<file path="config.mk">
export PLATFORM = sky130hd
export DESIGN_NAME = rxq_top
export DESIGN_NICKNAME = d
export VERILOG_FILES = /design/src/rtl/rxq_pkg.sv /design/src/rtl/rxq_store.sv /design/src/rtl/rxq_err_tally.sv /design/src/rtl/rxq_idle_timer.sv /design/src/rtl/rxq_top.sv
export SDC_FILE = /design/constraint.sdc
export NUM_CORES = 1
export LEC_CHECK = 0
export BUFFER_PORTS_ARGS = -buffer_cell sky130_fd_sc_hd__clkbuf_2
export CORE_ASPECT_RATIO = 0.6
export CORE_MARGIN = 2
export CORE_UTILIZATION = 65
export DETAILED_ROUTE_END_ITERATION = 8
export GPL_TIMING_DRIVEN = 0
export HOLD_SLACK_MARGIN = 0.1
export PLACE_DENSITY = 0.84
export SKIP_CTS_REPAIR_TIMING = 1
export SLEW_MARGIN = 30
export SYNTH_ARGS = -nofsm -noshare
export SYNTH_HDL_FRONTEND = slang
export SYNTH_SLANG_ARGS = --single-unit
</file>
<file path="constraint.sdc">
create_clock -name clk_i -period 8.1 [get_ports clk_i]
set_clock_uncertainty 0.15 [all_clocks]
set_input_delay 0.81 -clock clk_i [delete_from_list [all_inputs] [get_ports clk_i]]
set_output_delay 0.81 -clock clk_i [all_outputs]
set_load 0.05 [all_outputs]
</file>
<file path="src/rtl/rxq_pkg.sv">
package rxq_pkg;
  parameter int unsigned DATA_W = 8;

  typedef struct packed {
    logic              id;
    logic              per;
    logic              fer;
    logic [DATA_W-1:0] data;
  } rxq_entry_t;
endpackage

</file>
<file path="src/rtl/rxq_store.sv">
module rxq_store
  import rxq_pkg::*;
#(
  parameter int unsigned DEPTH = 16,
  parameter int unsigned CNT_W = $clog2(DEPTH + 1)
) (
  input  logic             clk_i,
  input  logic             rst_ni,
  input  logic             flush_i,
  input  logic             push_i,
  input  rxq_entry_t       push_entry_i,
  input  logic             pop_i,
  output rxq_entry_t       head_o,
  output logic [CNT_W-1:0] count_o,
  output logic             push_ok_o,
  output logic             pop_ok_o,
  output logic             overrun_o
);
  localparam int unsigned PTR_W = (DEPTH > 1) ? $clog2(DEPTH) : 1;
  localparam logic [CNT_W-1:0] FULL_CNT = CNT_W'(DEPTH);
  localparam logic [PTR_W-1:0] LAST_PTR = PTR_W'(DEPTH - 1);

  rxq_entry_t       slot_q [DEPTH];
  logic [PTR_W-1:0] wr_ptr_q, rd_ptr_q;
  logic [CNT_W-1:0] count_q;
  logic             overrun_q;
  logic             full, empty;

  assign full      = (count_q == FULL_CNT);
  assign empty     = (count_q == '0);
  assign push_ok_o = push_i && !flush_i && !full;
  assign pop_ok_o  = pop_i && !flush_i && !empty;

  for (genvar g = 0; g < DEPTH; g++) begin : g_slot
    always_ff @(posedge clk_i or negedge rst_ni) begin
      if (!rst_ni) slot_q[g] <= '0;
      else if (push_ok_o && wr_ptr_q == PTR_W'(g)) slot_q[g] <= push_entry_i;
    end
  end

  always_ff @(posedge clk_i or negedge rst_ni) begin
    if (!rst_ni) begin
      wr_ptr_q  <= '0;
      rd_ptr_q  <= '0;
      count_q   <= '0;
      overrun_q <= 1'b0;
    end else if (flush_i) begin
      wr_ptr_q  <= '0;
      rd_ptr_q  <= '0;
      count_q   <= '0;
      overrun_q <= 1'b0;
    end else begin
      if (push_ok_o) wr_ptr_q <= (wr_ptr_q == LAST_PTR) ? '0 : wr_ptr_q + 1'b1;
      if (pop_ok_o)  rd_ptr_q <= (rd_ptr_q == LAST_PTR) ? '0 : rd_ptr_q + 1'b1;
      count_q <= count_q + CNT_W'(push_ok_o) - CNT_W'(pop_ok_o);
      if (push_i && full) overrun_q <= 1'b1;
    end
  end

  assign head_o    = empty ? '0 : slot_q[rd_ptr_q];
  assign count_o   = count_q;
  assign overrun_o = overrun_q;

  p_cnt_bound_r1: assert property (@(posedge clk_i) disable iff (!rst_ni)
    count_q <= FULL_CNT);
  p_cnt_step_r1: assert property (@(posedge clk_i) disable iff (!rst_ni)
    !flush_i |=> (count_q <= $past(count_q) + 1'b1) && (count_q + 1'b1 >= $past(count_q)));
  p_ovr_cause_r3: assert property (@(posedge clk_i) disable iff (!rst_ni)
    $rose(overrun_q) |-> $past(push_i && full));
  p_flush_empty_r7: assert property (@(posedge clk_i) disable iff (!rst_ni)
    flush_i |=> (count_q == '0) && !overrun_q);
endmodule

</file>
<file path="src/rtl/rxq_err_tally.sv">
module rxq_err_tally #(
  parameter int unsigned CNT_W = 5
) (
  input  logic             clk_i,
  input  logic             rst_ni,
  input  logic             flush_i,
  input  logic             push_ok_i,
  input  logic             push_fer_i,
  input  logic             push_per_i,
  input  logic             pop_ok_i,
  input  logic             head_fer_i,
  input  logic             head_per_i,
  output logic [CNT_W-1:0] fer_cnt_o,
  output logic [CNT_W-1:0] per_cnt_o
);
  localparam int unsigned N_KIND = 2; // 0: framing, 1: parity

  logic [N_KIND-1:0] inc, dec;
  logic [CNT_W-1:0]  cnt_q [N_KIND];

  assign inc = {push_ok_i && push_per_i, push_ok_i && push_fer_i};
  assign dec = {pop_ok_i && head_per_i,  pop_ok_i && head_fer_i};

  for (genvar k = 0; k < N_KIND; k++) begin : g_kind
    always_ff @(posedge clk_i or negedge rst_ni) begin
      if (!rst_ni)      cnt_q[k] <= '0;
      else if (flush_i) cnt_q[k] <= '0;
      else              cnt_q[k] <= cnt_q[k] + CNT_W'(inc[k]) - CNT_W'(dec[k]);
    end

    p_err_floor_r5: assert property (@(posedge clk_i) disable iff (!rst_ni)
      dec[k] |-> cnt_q[k] != '0);
  end

  assign fer_cnt_o = cnt_q[0];
  assign per_cnt_o = cnt_q[1];
endmodule

</file>
<file path="src/rtl/rxq_idle_timer.sv">
module rxq_idle_timer #(
  parameter int unsigned IDLE_BITS = 15
) (
  input  logic clk_i,
  input  logic rst_ni,
  input  logic flush_i,
  input  logic push_i,
  input  logic nonempty_i,
  input  logic bit_tick_i,
  input  logic rx_busy_i,
  output logic expired_o
);
  localparam int unsigned IW = $clog2(IDLE_BITS + 1);
  localparam logic [IW-1:0] LIMIT = IW'(IDLE_BITS);

  logic [IW-1:0] idle_q;

  always_ff @(posedge clk_i or negedge rst_ni) begin
    if (!rst_ni)                                  idle_q <= '0;
    else if (flush_i || push_i || !nonempty_i)   idle_q <= '0;
    else if (bit_tick_i && !rx_busy_i && idle_q != LIMIT) idle_q <= idle_q + 1'b1;
  end

  assign expired_o = (idle_q == LIMIT);

  p_idle_restart_r6: assert property (@(posedge clk_i) disable iff (!rst_ni)
    push_i |=> idle_q == '0);
endmodule

</file>
<file path="src/rtl/rxq_top.sv">
module rxq_top
  import rxq_pkg::*;
#(
  parameter int unsigned DEPTH     = 16,
  parameter int unsigned IDLE_BITS = 15,
  parameter int unsigned CNT_W     = $clog2(DEPTH + 1)
) (
  input  logic              clk_i,
  input  logic              rst_ni,
  input  logic              flush_i,
  input  logic              push_i,
  input  logic [DATA_W-1:0] push_data_i,
  input  logic              push_id_i,
  input  logic              push_per_i,
  input  logic              push_fer_i,
  input  logic              rd_lo_i,
  input  logic              bit_tick_i,
  input  logic              rx_busy_i,
  input  logic [CNT_W-1:0]  trig_lvl_i,
  input  logic [CNT_W-1:0]  rts_lvl_i,
  output logic [DATA_W-1:0] head_data_o,
  output logic              head_id_o,
  output logic              head_per_o,
  output logic              head_fer_o,
  output logic [CNT_W-1:0]  count_o,
  output logic              trig_hit_o,
  output logic [CNT_W-1:0]  fer_cnt_o,
  output logic [CNT_W-1:0]  per_cnt_o,
  output logic              data_ready_o,
  output logic              rts_no,
  output logic              overrun_o
);
  rxq_entry_t       push_entry, head;
  logic [CNT_W-1:0] count;
  logic             push_ok, pop_ok, expired;

  assign push_entry = '{id: push_id_i, per: push_per_i, fer: push_fer_i, data: push_data_i};

  rxq_store #(.DEPTH(DEPTH), .CNT_W(CNT_W)) u_store (
    .clk_i, .rst_ni, .flush_i, .push_i,
    .push_entry_i (push_entry),
    .pop_i        (rd_lo_i),
    .head_o       (head),
    .count_o      (count),
    .push_ok_o    (push_ok),
    .pop_ok_o     (pop_ok),
    .overrun_o
  );

  rxq_err_tally #(.CNT_W(CNT_W)) u_tally (
    .clk_i, .rst_ni, .flush_i,
    .push_ok_i  (push_ok),
    .push_fer_i,
    .push_per_i,
    .pop_ok_i   (pop_ok),
    .head_fer_i (head.fer),
    .head_per_i (head.per),
    .fer_cnt_o,
    .per_cnt_o
  );

  rxq_idle_timer #(.IDLE_BITS(IDLE_BITS)) u_idle (
    .clk_i, .rst_ni, .flush_i, .push_i,
    .nonempty_i (count != '0),
    .bit_tick_i,
    .rx_busy_i,
    .expired_o  (expired)
  );

  assign head_data_o  = head.data;
  assign head_id_o    = head.id;
  assign head_per_o   = head.per;
  assign head_fer_o   = head.fer;
  assign count_o      = count;
  assign trig_hit_o   = (count >= trig_lvl_i);
  assign rts_no       = (count >= rts_lvl_i);
  assign data_ready_o = expired && (count != '0) && (count <= trig_lvl_i) && !rx_busy_i;

  p_err_le_cnt_r5: assert property (@(posedge clk_i) disable iff (!rst_ni)
    (fer_cnt_o <= count) && (per_cnt_o <= count));
  p_dr_quiet_r6: assert property (@(posedge clk_i) disable iff (!rst_ni)
    data_ready_o |-> (count != '0) && !rx_busy_i);
  p_empty_head_r2: assert property (@(posedge clk_i) disable iff (!rst_ni)
    (count == '0) |-> (head == '0));
endmodule

</file>
After elaboration in Yosys (flattened, before gate mapping)

Index checks and enable logic that the tools add are counted.

Bits in registers: 204
Word-level logic and storage cells: 165

Order comparisons: 4
Bitwise logic cells: 1
Muxes and demuxes: 17
Equality and inequality tests: 19
Reductions and logical operators: 44
Add/subtract/negate cells: 9

Operators with widths:

| kind                                                     | number |
|---|---|
| binary-select mux 11 bit (select 4 bit)                  | 1 |
| == test 4 bit, second input constant                     | 10 |
| two-way mux 11 bit                                       | 3 |
| two-way mux 4 bit                                        | 8 |
| logical AND 1 bit                                        | 30 |
| == test 4 x 3 -> 1 bit, second input constant            | 4 |
| adder 5 x 1 -> 5 bit                                     | 3 |
| two-way mux 5 bit                                        | 3 |
| subtractor 5 x 1 -> 5 bit                                | 3 |
| adder 4 x 1 -> 4 bit, second input constant              | 3 |
| greater-or-equal comparator 5 bit                        | 2 |
| == test 4 x 2 -> 1 bit, second input constant            | 2 |
| nonzero test 2 bit                                       | 4 |
| == test 5 bit, second input constant                     | 1 |
| greater-or-equal comparator 5 bit, second input constant | 1 |
| <= comparator 5 bit                                      | 1 |
| zero test 1 bit                                          | 5 |
| zero test 5 bit                                          | 1 |
| NOT 4 -> 5 bit                                           | 1 |
| nonzero test 5 bit                                       | 1 |
| == test 4 x 1 -> 1 bit, second input constant            | 1 |
| zero test 4 bit                                          | 1 |
| != test 4 bit, second input constant                     | 1 |
| logical OR 1 bit                                         | 2 |
| two-way mux 1 bit                                        | 2 |

Depth between registers and ports, before layout

Gate-level depths: netlist of the first run.

Depth in word-level cells: 8
Gate-level depth with buffers: 15

Modules after synthesis

From an unflattened synthesis of the first run, not the netlist that was laid out.

Cells, all modules: 721
Area, all modules: 10,163.5 sq um

Modules (own cells, without submodules):

| module         | cells an instance | area an instance (sq um) | instances |
|---|---|---|---|
| rxq_store      | 585               | 8,914.8                  | 1 |
| rxq_err_tally  | 73                | 720.7                    | 1 |
| rxq_top        | 39                | 300.3                    | 1 |
| rxq_idle_timer | 24                | 227.7                    | 1 |

Worst setup path before layout of the first run

Ideal clock, no wire load.

Path type: input-to-output
From: in trig_lvl_i[3]
To: out data_ready_o
Setup slack: 4,112 ps
Data arrival time: 3,028 ps
Required time: 7,140 ps
Stages: 6
Path through: inv_1 ha_1 a21o_1 a21oi_1 a32oi_1 nor4_1

Word-level cells in the longest chain between the ends: 3

RTL lines:

| element                        | RTL line      | RTL |
|---|---|---|
| start: declaration             | rxq_top.sv:19 | `input logic [CNT_W-1:0] trig_lvl_i,` |
| <= comparator 5 bit            | rxq_top.sv:77 | `assign data_ready_o = expired && (count != '0) && (count <= trig_lvl_i) && !rx_busy_i;` |
| logical AND 1 bit (2 in a row) | rxq_top.sv:77 |  |
| end: declaration               | rxq_top.sv:29 | `output logic data_ready_o,` |

Every way passes these cells.

Final worst setup path of the first run

From: reg u_store.rd_ptr_q[1]
To: reg u_tally.cnt_q (netlist bit u_tally.fer_cnt_o[4])

Word-level cells in the longest chain between the ends: 8

RTL lines:

| element                                               | RTL line            | RTL |
|---|---|---|
| start: declaration                                    | rxq_store.sv:24     | `logic [PTR_W-1:0] wr_ptr_q, rd_ptr_q;` |
| start signal: assignment                              | rxq_store.sv:54     | `if (pop_ok_o) rd_ptr_q <= (rd_ptr_q == LAST_PTR) ? '0 : rd_ptr_q + 1'b1;` |
| NOT 4 -> 5 bit (implied by the code)                  | rxq_store.sv:60     | `assign head_o = empty ? '0 : slot_q[rd_ptr_q];` |
| binary-select mux 11 bit (select 4 bit)               | rxq_store.sv:60     |  |
| two-way mux 11 bit (implied by the code) (2 in a row) | rxq_store.sv:60     |  |
| two-way mux 11 bit                                    | rxq_store.sv:60     |  |
| logical AND 1 bit                                     | rxq_err_tally.sv:22 | `assign dec = {pop_ok_i && head_per_i, pop_ok_i && head_fer_i};` |
| subtractor 5 x 1 -> 5 bit                             | rxq_err_tally.sv:28 | `else cnt_q[k] <= cnt_q[k] + CNT_W'(inc[k]) - CNT_W'(dec[k]);` |
| two-way mux 5 bit                                     | rxq_err_tally.sv:27 | `else if (flush_i) cnt_q[k] <= '0;` |
| end signal: indexed assignment                        | rxq_err_tally.sv:28 |  |
| end: declaration                                      | rxq_err_tally.sv:19 | `logic [CNT_W-1:0] cnt_q [N_KIND];` |

Every way passes these cells. The select of a mux whose other input is x is not followed.
A chain may end at the register's enable or synchronous reset.

==> results of run 1 <==
==> power groups by stage <==
stage	registers (uW)	clock network (uW)	logic, uW
floorplan	1340	0	837
global placement	1260	0	1190
detailed placement	1280	0	1250
CTS	1260	875	1250
global route	1280	923	1340
finish	1260	869	1260
==> layer usage <==
metal	GRT usage [%]	vias to the layer above	share of wire (%)
met5	0	-	0
met2	44.0	198	46
met4	5.20	0	1.5
li1	-	2708	-
met3	8.06	32	7.8
met1	44.6	3286	45
==> kinds of logic (layout without fill, tap and decap cells) <==
group	after synthesis	count (layout)	share of synthesized area [%]
mux	236	236	32.4
flops	204	204	50.9
simple gates	101	101	5.66
buf+inv	80	168	3.45
fa+ha+maj	35	35	4.59
compound gates	35	35	1.99
xor+xnor	11	11	0.961
==> layout make-up <==
type / instances / share of cell area [%]
tap: 203 / 2.27
clock inverter: 2 / 0.313
clock buffer: 28 / 4.90
sequential: 204 / 45.6
multi-input combinational: 418 / 40.8
timing repair buffer: 58 / 3.07
inverter: 34 / 1.14
buffer: 46 / 1.94
==> stage by stage <==
stage	power, uW	hold slack (ns)
2_1_floorplan	2170	0.309
5_1_grt	3540	0.122
6_report	3390	0.102
3_3_place_gp	2450	0.319
3_5_place_dp	2520	0.331
4_1_cts	3390	0.109
==> synthesized netlist by cell type, types with 9 or more instances <==
library cell and count:
o21ai_0 9, buf_2 21, mux2_2 169, mux2_1 9, a21oi_1 17, nor2_1 18
nor2b_1 21, xor2_1 9, nand3_1 24, ha_1 32, nand2_1 13, dfrtp_1 204
mux4_2 53, clkbuf_1 20, inv_1 34
==> registers in the layout, summed over array words and instances, names as in the netlist <==
signal             cells
u_idle.idle_q          4
u_tally.fer_cnt_o      5
u_tally.per_cnt_o      5
u_store.slot_q       176
u_store.overrun_o      1
u_store.wr_ptr_q       4
u_store.count_o        5
u_store.rd_ptr_q       4
==> how the worst max path moves through the flow <==
| stage | startpoint | end | slack (ns) | depth (start not counted) |
|---|---|---|---|---|
| floorplan | trig_lvl_i[3] | data_ready_o | 4.11 | 6 |
| global placement | rst_ni | u_store.slot_q[168] | 2.56 | 1 |
| detailed placement | u_store.rd_ptr_q[1] | u_tally.fer_cnt_o[4] | 4.09 | 15 |
| CTS | u_store.rd_ptr_q[1] | head_data_o[1] | 3.95 | 6 |
| global route | u_store.rd_ptr_q[1] | u_tally.fer_cnt_o[4] | 3.68 | 15 |
| finish | u_store.rd_ptr_q[1] | u_tally.fer_cnt_o[4] | 3.89 | 15 |
==> flow_metrics.tcl, run 1 <==
set metrics [dict create \
    status "completed" \
    gpl.final_weighted_congestion 0.838 \
    die_x_um 164 \
    switchingPower_uw 1240 \
    cap_violations 0 \
    layout_commonest_cell "dfrtp_1" \
    crit_family "buffers and inverters" \
    setup_ws_ns 3.89 \
    drtIter0Drc 479 \
    die_h_um 100 \
    worstRegToRegCells 15 \
    drive_above_1_share_pct 42.2 \
    initial_core_util_pct 65.9 \
    synth_cell_type_count 40 \
    regArea_um2 5100 \
    drt-total-wl_um 22700 \
    via_count 6224 \
    final_cell_mix "dfrtp_1 (204), mux2_2 (169), clkbuf_2 (55), mux4_2 (53), inv_1 (34)" \
    ys_ff_latch 204 \
    p_leak_uw 0.00546 \
    grt_first_pass_wirelength_um 36300 \
    clkTransAtPathRegs_ns 0.07 \
    slew_headroom_pct 41.4 \
    cts-htree-levels 1 \
    syn_inst 702 \
    post_dp_cell_area_um2 10600 \
    clock_path_buffers 3 \
    min_path_type "in -> async" \
    diodes 0 \
    dieArea_um2 16500 \
    fill_cells 892 \
    timing.rr.start "u_store.rd_ptr_q[1]" \
    clk_latency_ns 0.48 \
    grt_pass1_vias 6470 \
    tritoncts "built" \
    startpoint_type "flip-flop" \
    peakVddDrop_mv 0.169 \
    cp-end-kind "flip-flop" \
    setup_tns_ns 0 \
    yosysSeqAreaShare_pct 50.9 \
    comb_power_share_pct 37.1 \
    rsz0062_at_grt "no" \
    numCtsBuffers 19 \
    core_um2 15200 \
    fin_util_pct 73.7 \
    setup_viol 0 \
    final_cell_area_um2 11200 \
    p_sw_share_pct 36.7 \
    nets 844 \
    powerDensity_nw_per_um2 302 \
    arrival_ns 4.44 \
    synth-warning-count 0 \
    worstMarginPinSlew_ns 0.879 \
    r2r_slack_ns 3.89 \
    syn_area_per_cell_um2 14.3 \
    r2r_end "u_tally.fer_cnt_o[4]" \
    hold_viol_final 0 \
    multiInputGateArea_um2 4570 \
    synth_edf_count 0 \
    post-route-period-util_pct 52.0 \
    slew_viol_final 0 \
    netlist.area_leader.share_pct 50.9 \
    drt_pass1_iterations 7 \
    synth.largest_area_cell "dfrtp_1" \
    grt_max_degree 85 \
    num_rows 35 \
    track_usage_pct 29.4 \
    critical_path.cell_chain "buf_2 > clkbuf_1 > mux4_2 > mux2i_1 > mux2_2 > nor2_1 > ha_1 > inv_1 > ha_1 > inv_1 > fa_1 > nor2b_1 > o21ai_0 > nand3_1 > nor3b_1" \
    portBuffers 56 \
    syn_to_final_growth_pct 11.8 \
    synthFlopType "dfrtp_1" \
    cp_slowest_cell "clkbuf_1" \
    cts_root_buffer "clkbuf_16" \
    ant_nets 0 \
    antenna_found_initial 0 \
    vias_per_cell 6.27 \
    p_int_uw 2140 \
    wl_per_cell_um 22.9 \
    cts.sinks 204 \
    min_period_ns 4.21 \
    dp_cells 963 \
    post-route-drc-count 0 \
    place_ws_ns 4.09 \
    dp_hpwl_um 16200 \
    syn_area_um2 10000 \
    critPathKind "reg -> reg" \
    max_stage_delay_ns 0.66 \
    final_cells 993 \
    path_max_fanout 10 \
    fmax_ghz 0.238 \
    cp_data_required_time_ns 8.33 \
    cp_num_buf_inv 4 \
    pin_count 58 \
    grt_overflow 0 \
    p_clk_share_pct 25.6 \
    ys_top_cells_by_area "dfrtp_1 (51%), mux2_2 (19%), mux4_2 (12%)" \
    seqPwrFrac_pct 37.3 \
    async_flop_share_pct 100 \
    syn-num-nets 765 \
]
(Power assumes the default switching activity.)
==> inputs of run 2 (changes only) <==
--- a/config.mk
+++ b/config.mk
@@ -5,14 +5,15 @@
 export SDC_FILE = /design/constraint.sdc
 export NUM_CORES = 1
 export LEC_CHECK = 0
+export ABC_AREA = 1
 export BUFFER_PORTS_ARGS = -buffer_cell sky130_fd_sc_hd__clkbuf_2
 export CORE_ASPECT_RATIO = 0.6
 export CORE_MARGIN = 2
-export CORE_UTILIZATION = 65
+export CORE_UTILIZATION = 62
 export DETAILED_ROUTE_END_ITERATION = 8
 export GPL_TIMING_DRIVEN = 0
 export HOLD_SLACK_MARGIN = 0.1
-export PLACE_DENSITY = 0.84
+export PLACE_DENSITY = 0.81
 export SKIP_CTS_REPAIR_TIMING = 1
 export SLEW_MARGIN = 30
 export SYNTH_ARGS = -nofsm -noshare
==> constraint.sdc (replaced) <==
create_clock -name clk_i -period 4.1 [get_ports clk_i]
set_clock_uncertainty 0.15 [all_clocks]
set_input_delay 0.41 -clock clk_i [delete_from_list [all_inputs] [get_ports clk_i]]
set_output_delay 0.41 -clock clk_i [all_outputs]
set_load 0.05 [all_outputs]
==> run 2 against run 1 <==
Worst setup slack worse by 3.1 ns. Count of clock-buffer cells in the layout is 2 higher. Final cell count increased by 76%. Highest routed layer unchanged.
==> flow_metrics.tcl, run 2 <==
set metrics [dict create \
    status "completed" \
    cp_num_buf_inv 6 \
    async_flop_share_pct 100 \
    grt_max_degree 75 \
    peakVddDrop_mv 0.673 \
    ant_nets 0 \
    powerDensity_nw_per_um2 608 \
    grt_pass1_vias 9408 \
    cts.sinks 204 \
    grt_first_pass_wirelength_um 48900 \
    holdPathEnd "u_store.rd_ptr_q[2]" \
    via_count 9817 \
    place_ws_ns 0.869 \
    p_clk_share_pct 26.6 \
    clkTransAtPathRegs_ns 0.07 \
    drt_pass1_iterations 5 \
    syn_area_per_cell_um2 7.84 \
    worstMarginPinSlew_ns 0.685 \
    setup_viol 0 \
    largest_reg_flops 176 \
    arrival_ns 3.53 \
    cp_slowest_cell "dfrtp_1" \
    synth.most_common_cell "nand2_1" \
    timing.rr.start "u_store.rd_ptr_q[1]" \
    seqPwrFrac_pct 33.6 \
    num_rows 37 \
    hold_start "rd_lo_i" \
    ys_top_cells_by_area "dfrtp_1 (46%), nand2_1 (17%), inv_1 (6.4%)" \
    p_sw_share_pct 41.7 \
    synth.largest_area_cell "dfrtp_1" \
    wl_per_cell_um 16.9 \
    slew_viol_final 0 \
    slew_headroom_pct 54.3 \
    crit_family "buffers and inverters" \
    post-route-drc-count 0 \
    layout_commonest_cell "nand2_1" \
    synth-warning-count 0 \
    wl_met1_um 13500 \
    post-route-period-util_pct 80.3 \
    multiInputGateArea_um2 4630 \
    comb_power_share_pct 39.8 \
    dp_hpwl_um 21500 \
    max_stage_delay_ns 0.39 \
    tritoncts "built" \
    min_period_ns 3.29 \
    cp_data_required_time_ns 4.33 \
    clk_latency_ns 0.52 \
    drive_above_1_share_pct 14.3 \
    critPathKind "reg -> reg" \
    cap_violations 0 \
    startpoint_type "flip-flop" \
    syn-num-nets 1480 \
    initial_core_util_pct 64.0 \
    yosysSeqAreaShare_pct 46.0 \
    vias_per_cell 5.62 \
    antenna_found_initial 0 \
    gpl.final_weighted_congestion 0.919 \
    clock_path_buffers 3 \
    path_max_fanout 10 \
    syn_area_um2 11100 \
    rsz0062_at_grt "no" \
    worstRegToRegCells 18 \
    fill_cells 1392 \
    ys_ff_latch 204 \
    fmax_ghz 0.304 \
    netlist.area_leader.share_pct 46.0 \
    nets 1562 \
    numCtsBuffers 20 \
    p_int_uw 4420 \
    critical_path.cell_chain "buf_2 > inv_2 > buf_2 > nand2_1 > nand3_1 > nand3_1 > a21oi_1 > ha_1 > inv_1 > ha_1 > inv_1 > fa_1 > inv_1 > nand2_1 > nand2_1 > a21oi_1 > o21ai_0 > a21oi_1" \
    min_path_type "in -> reg" \
    wl_met2_um 12100 \
    total_power_uw 7580 \
    dieArea_um2 19000 \
    yosys-top-cells-count "nand2_1 (509), dfrtp_1 (204), inv_1 (188)" \
    synth_cell_type_count 32 \
    regMostFlops "u_store.slot_q" \
    drtIter0Drc 1051 \
    die_h_um 108 \
    final_cell_mix "nand2_1 (509), dfrtp_1 (204), inv_1 (188), o21ai_1 (107), nand3_1 (98)" \
    hold_viol_final 0 \
    r2r_slack_ns 0.81 \
    regArea_um2 5100 \
    hold_depth 3 \
    syn_to_final_growth_pct 12.3 \
    track_usage_pct 32.9 \
    wl_met3_um 3590 \
    cts_root_buffer "clkbuf_16" \
    diodes 0 \
    portBuffers 57 \
    cp-end-kind "flip-flop" \
    drt-total-wl_um 29600 \
    syn_inst 1417 \
    core_um2 17400 \
    synthFlopType "dfrtp_1" \
    p_leak_uw 0.00650 \
    dr.max_layer_used "met4" \
    grt_overflow 0 \
    setup_ws_ns 0.807 \
    r2r_end "u_tally.fer_cnt_o[4]" \
    synth_edf_count 0 \
    die_x_um 177 \
    pin_count 58 \
    cts-htree-levels 1 \
    switchingPower_uw 3160 \
]
run 2: cell types whose count changed after synthesis, sizes merged, moves of 12 or more:
| cell | before | now |
|---|---|---|
| a21oi | 17 | 29 |
| buf | 26 | 64 |
| inv | 34 | 192 |
| mux2 | 178 | 0 |
| mux4 | 53 | 0 |
| nand2 | 13 | 526 |
| nand3 | 24 | 98 |
| nor2 | 18 | 36 |
| nor2b | 21 | 0 |
| o21ai | 9 | 189 |
run 2: per-stage QoR:
step / utilization [%] / hold slack, ns / setup TNS (ns) / cell area, um2 / cells
finish: 71.9 / 0.0850 / 0 / 12500 / 1747
detailed placement: 67.7 / 0.286 / 0 / 11800 / 1710
CTS: 71.8 / -0.247 / 0 / 12500 / 1746
global placement: 67.3 / 0.314 / -300.14 / 11700 / 1708
global route: 71.9 / 0.108 / 0 / 12500 / 1747
floorplan: - / -0.0356 / 0 / 11100 / 1417
run 2: how the worst max path moves through the flow:
stage	start	end	slack, ns	cells past startpoint
finish	u_store.rd_ptr_q[1]	u_tally.fer_cnt_o[4]	0.81	18
global route	u_store.rd_ptr_q[0]	u_tally.per_cnt_o[4]	0.52	19
CTS	u_store.count_o[3]	head_data_o[1]	0.86	7
detailed placement	u_store.rd_ptr_q[0]	u_tally.per_cnt_o[4]	0.87	19
global placement	rst_ni	u_store.slot_q[113]	-1.50	1
floorplan	u_store.count_o[4]	rts_no	0.61	3
run 2: cell type report:
type	instances	area share [%]
Multi-Input combinational cell	940	37.1
Clock buffer	30	4.79
Inverter	192	5.82
Timing Repair Buffer	60	2.88
Tap cell	234	2.35
Clock inverter	6	0.933
Buffer	81	5.23
Sequential cell	204	40.9
run 2: layer usage:
layer | up-vias | track usage [%]
li1 | 4584 | -
met1 | 4683 | 49.5
met2 | 501 | 47.6
met3 | 49 | 9.22
met4 | 0 | 6.55
met5 | - | 0
run 2: logic make-up (layout without fill, tap and decap cells):
group / count (synthesis) / after routing / share of synthesized area (%)
AOI/OAI and AO/OA: 227 / 227 / 11.7
xor gates and xnor gates: 10 / 10 / 0.788
DFF: 204 / 204 / 46.0
adders and majority gates: 35 / 35 / 4.14
and+or+nand+nor: 668 / 668 / 25.0
buffers and inverters: 273 / 369 / 12.4
run 2: worst min-delay path, stage by stage:
cell and delay [ns]:
clkbuf_2 0.11, nand3_1 0.10, a21oi_1 0.07
run 2: power by group through the flow:
| stage | clock network, uW | logic (uW) | registers [uW] |
|---|---|---|---|
| global placement | 0 | 2860 | 2570 |
| floorplan | 0 | 1980 | 2700 |
| detailed placement | 0 | 2950 | 2570 |
| CTS | 2020 | 2980 | 2540 |
| finish | 2010 | 3020 | 2550 |
| global route | 2110 | 3330 | 2580 |
==> inputs of run 3 (changes only) <==
--- a/config.mk
+++ b/config.mk
@@ -5,15 +5,15 @@
 export SDC_FILE = /design/constraint.sdc
 export NUM_CORES = 1
 export LEC_CHECK = 0
-export ABC_AREA = 1
+export ABC_AREA = 0
 export BUFFER_PORTS_ARGS = -buffer_cell sky130_fd_sc_hd__clkbuf_2
 export CORE_ASPECT_RATIO = 0.6
 export CORE_MARGIN = 2
-export CORE_UTILIZATION = 62
+export CORE_UTILIZATION = 61
 export DETAILED_ROUTE_END_ITERATION = 8
 export GPL_TIMING_DRIVEN = 0
 export HOLD_SLACK_MARGIN = 0.1
-export PLACE_DENSITY = 0.81
+export PLACE_DENSITY = 0.8
 export SKIP_CTS_REPAIR_TIMING = 1
 export SLEW_MARGIN = 30
 export SYNTH_ARGS = -nofsm -noshare
==> constraint.sdc (replaced) <==
create_clock -name clk_i -period 3.39 [get_ports clk_i]
set_clock_uncertainty 0.15 [all_clocks]
set_input_delay 0.339 -clock clk_i [delete_from_list [all_inputs] [get_ports clk_i]]
set_output_delay 0.339 -clock clk_i [all_outputs]
set_load 0.05 [all_outputs]
==> run 3 against run 2 <==
The run now ends with negative setup slack left. Worst setup slack lost 0.81 ns. Die area shrank 8.1%. Combinational power grew 10%. Routed wire length shrank 22%. Sequential cell count is the same. Clock power grew 2%. Core utilization shrank 0.48 points. Register-to-register slack lost 0.81 ns. Final cell count shrank 41%. Largest cell class unchanged. Largest power group unchanged.
==> flow_metrics.tcl, run 3 (synthesis gave the netlist of run 1 again) <==
set metrics [dict create \
    path_max_fanout 8 \
    post-route-period-util_pct 100 \
    clock_path_buffers 3 \
    min_period_ns 3.40 \
    status "finished with violations" \
    peakVddDrop_mv 0.430 \
    min_path_type "in -> reg" \
    drtIter0Drc 522 \
    arrival_ns 3.58 \
    portBuffers 56 \
    violations "negative setup slack" \
    num_rows 36 \
    hold_viol_final 0 \
    clk_latency_ns 0.49 \
    holdWs_ns 0.0678 \
    cts-htree-levels 1 \
    setup_ws_ns -0.00567 \
    via_count 6347 \
    worstMarginPinSlew_ns 0.688 \
    grt_pass1_vias 6379 \
    vias_per_cell 6.20 \
    numCtsBuffers 19 \
    ant_nets 0 \
    slew_headroom_pct 54.2 \
    fmax_ghz 0.294 \
    regMostFlops "u_store.slot_q" \
    grt_max_degree 78 \
    grt_first_pass_wirelength_um 36000 \
    track_usage_pct 27.5 \
    dp_hpwl_um 16000 \
    cp-end-kind "flip-flop" \
    clkTransAtPathRegs_ns 0.07 \
    grt_overflow 0 \
    initial_core_util_pct 62.0 \
    layout_commonest_cell "dfrtp_1" \
    startpoint_type "flip-flop" \
    drive_above_1_share_pct 45.9 \
    largest_reg_flops 176 \
    gpl.final_weighted_congestion 0.851 \
    rsz0062_at_grt "yes" \
    drt_pass1_iterations 5 \
    p_leak_uw 0.00561 \
    setup_viol 2 \
    setup_tns_ns -0.00776 \
    slew_viol_final 0 \
    syn_to_final_growth_pct 15.2 \
    antenna_found_initial 0 \
    core_um2 16200 \
    cap_violations 0 \
    tritoncts "built" \
    critPathKind "reg -> reg" \
    post-route-drc-count 0 \
    dieArea_um2 17500 \
    die_h_um 103 \
    nets 866 \
    cp_data_required_time_ns 3.58 \
    pin_count 58 \
    cts_root_buffer "clkbuf_16" \
    cts.sinks 204 \
    die_x_um 169 \
    final_cell_mix "dfrtp_1 (201), mux2_2 (167), clkbuf_2 (57), mux4_2 (53), inv_1 (32)" \
    drt-total-wl_um 23200 \
    powerDensity_nw_per_um2 727 \
    wl_per_cell_um 22.7 \
]
## run 3: cell count changes in the layout (fill, tap and decap cells not counted), sizes merged, moves of 18 or more
cell / change
nand2: -513
mux4: +53
nor2b: +21
nand3: -74
nor2: -18
o21ai: -180
mux2: +178
buf: -24
inv: -158
## run 3: cell type report
| type | instances | area [um2] |
|---|---|---|
| Clock inverter | 2 | 35.0 |
| Multi-Input combinational cell | 418 | 4660 |
| Sequential cell | 204 | 5110 |
| Antenna cell | 1 | 2.50 |
| Clock buffer | 29 | 543 |
| Fill cell | 1052 | 4630 |
| Timing Repair Buffer | 82 | 549 |
| Tap cell | 209 | 262 |
| Inverter | 34 | 128 |
| Buffer | 44 | 256 |
## run 3: critical path, cell delays in order, from the launching register on
cell	delay, ns
dfrtp_1	0.43
buf_12	0.16
buf_12	0.15
mux4_2	0.55
mux2i_2	0.24
mux2_4	0.21
nor2_1	0.05
ha_1	0.26
inv_1	0.06
ha_2	0.17
inv_2	0.04
fa_2	0.33
nor2b_2	0.15
o21ai_2	0.09
a21oi_2	0.14
nor3b_2	0.06
## run 3: worst paths after layout
path	to	slack [ns]	startpoint	depth (start not counted)
worst min-delay path	u_idle.idle_q[1]	0.07	rx_busy_i	4
worst min register to register	u_store.slot_q[18]	0.35	u_store.slot_q[18]	1
worst max-delay path	u_tally.per_cnt_o[4]	-0.006	u_store.rd_ptr_q[0]	15
max in group asynchronous	u_store.slot_q[171]	1.74	rst_ni	4
min in group asynchronous	u_store.slot_q[74]	0.23	rst_ni	2
worst max register to register	u_tally.per_cnt_o[4]	-0.006	u_store.rd_ptr_q[0]	15
## run 3: stage by stage
stage,std cells,total power [uW],util (%),instance area (um2),setup WS (ns)
after floorplan,702,5200,-,10000,0.0224
after global placement,967,5870,65.4,10600,-2.12
after detailed placement,969,6050,65.8,10600,-0.700
after CTS,1000,8110,69.3,11200,-0.717
after global routing,1022,8790,71.4,11500,-0.123
final,1023,8390,71.4,11500,-0.00567
## run 3: metal layers
layer	up-vias	wire (um)	track usage (%)
li1	2755	-	-
met1	3329	10600	41.6
met2	229	10700	42.8
met3	34	1600	5.48
met4	0	332	5.06
met5	-	0	0
## run 3: report_power, final
part	total [uW]	switching [uW]	internal (uW)
combinational	3330	1960	1360
clock	2050	880	1170
sequential	3010	232	2780
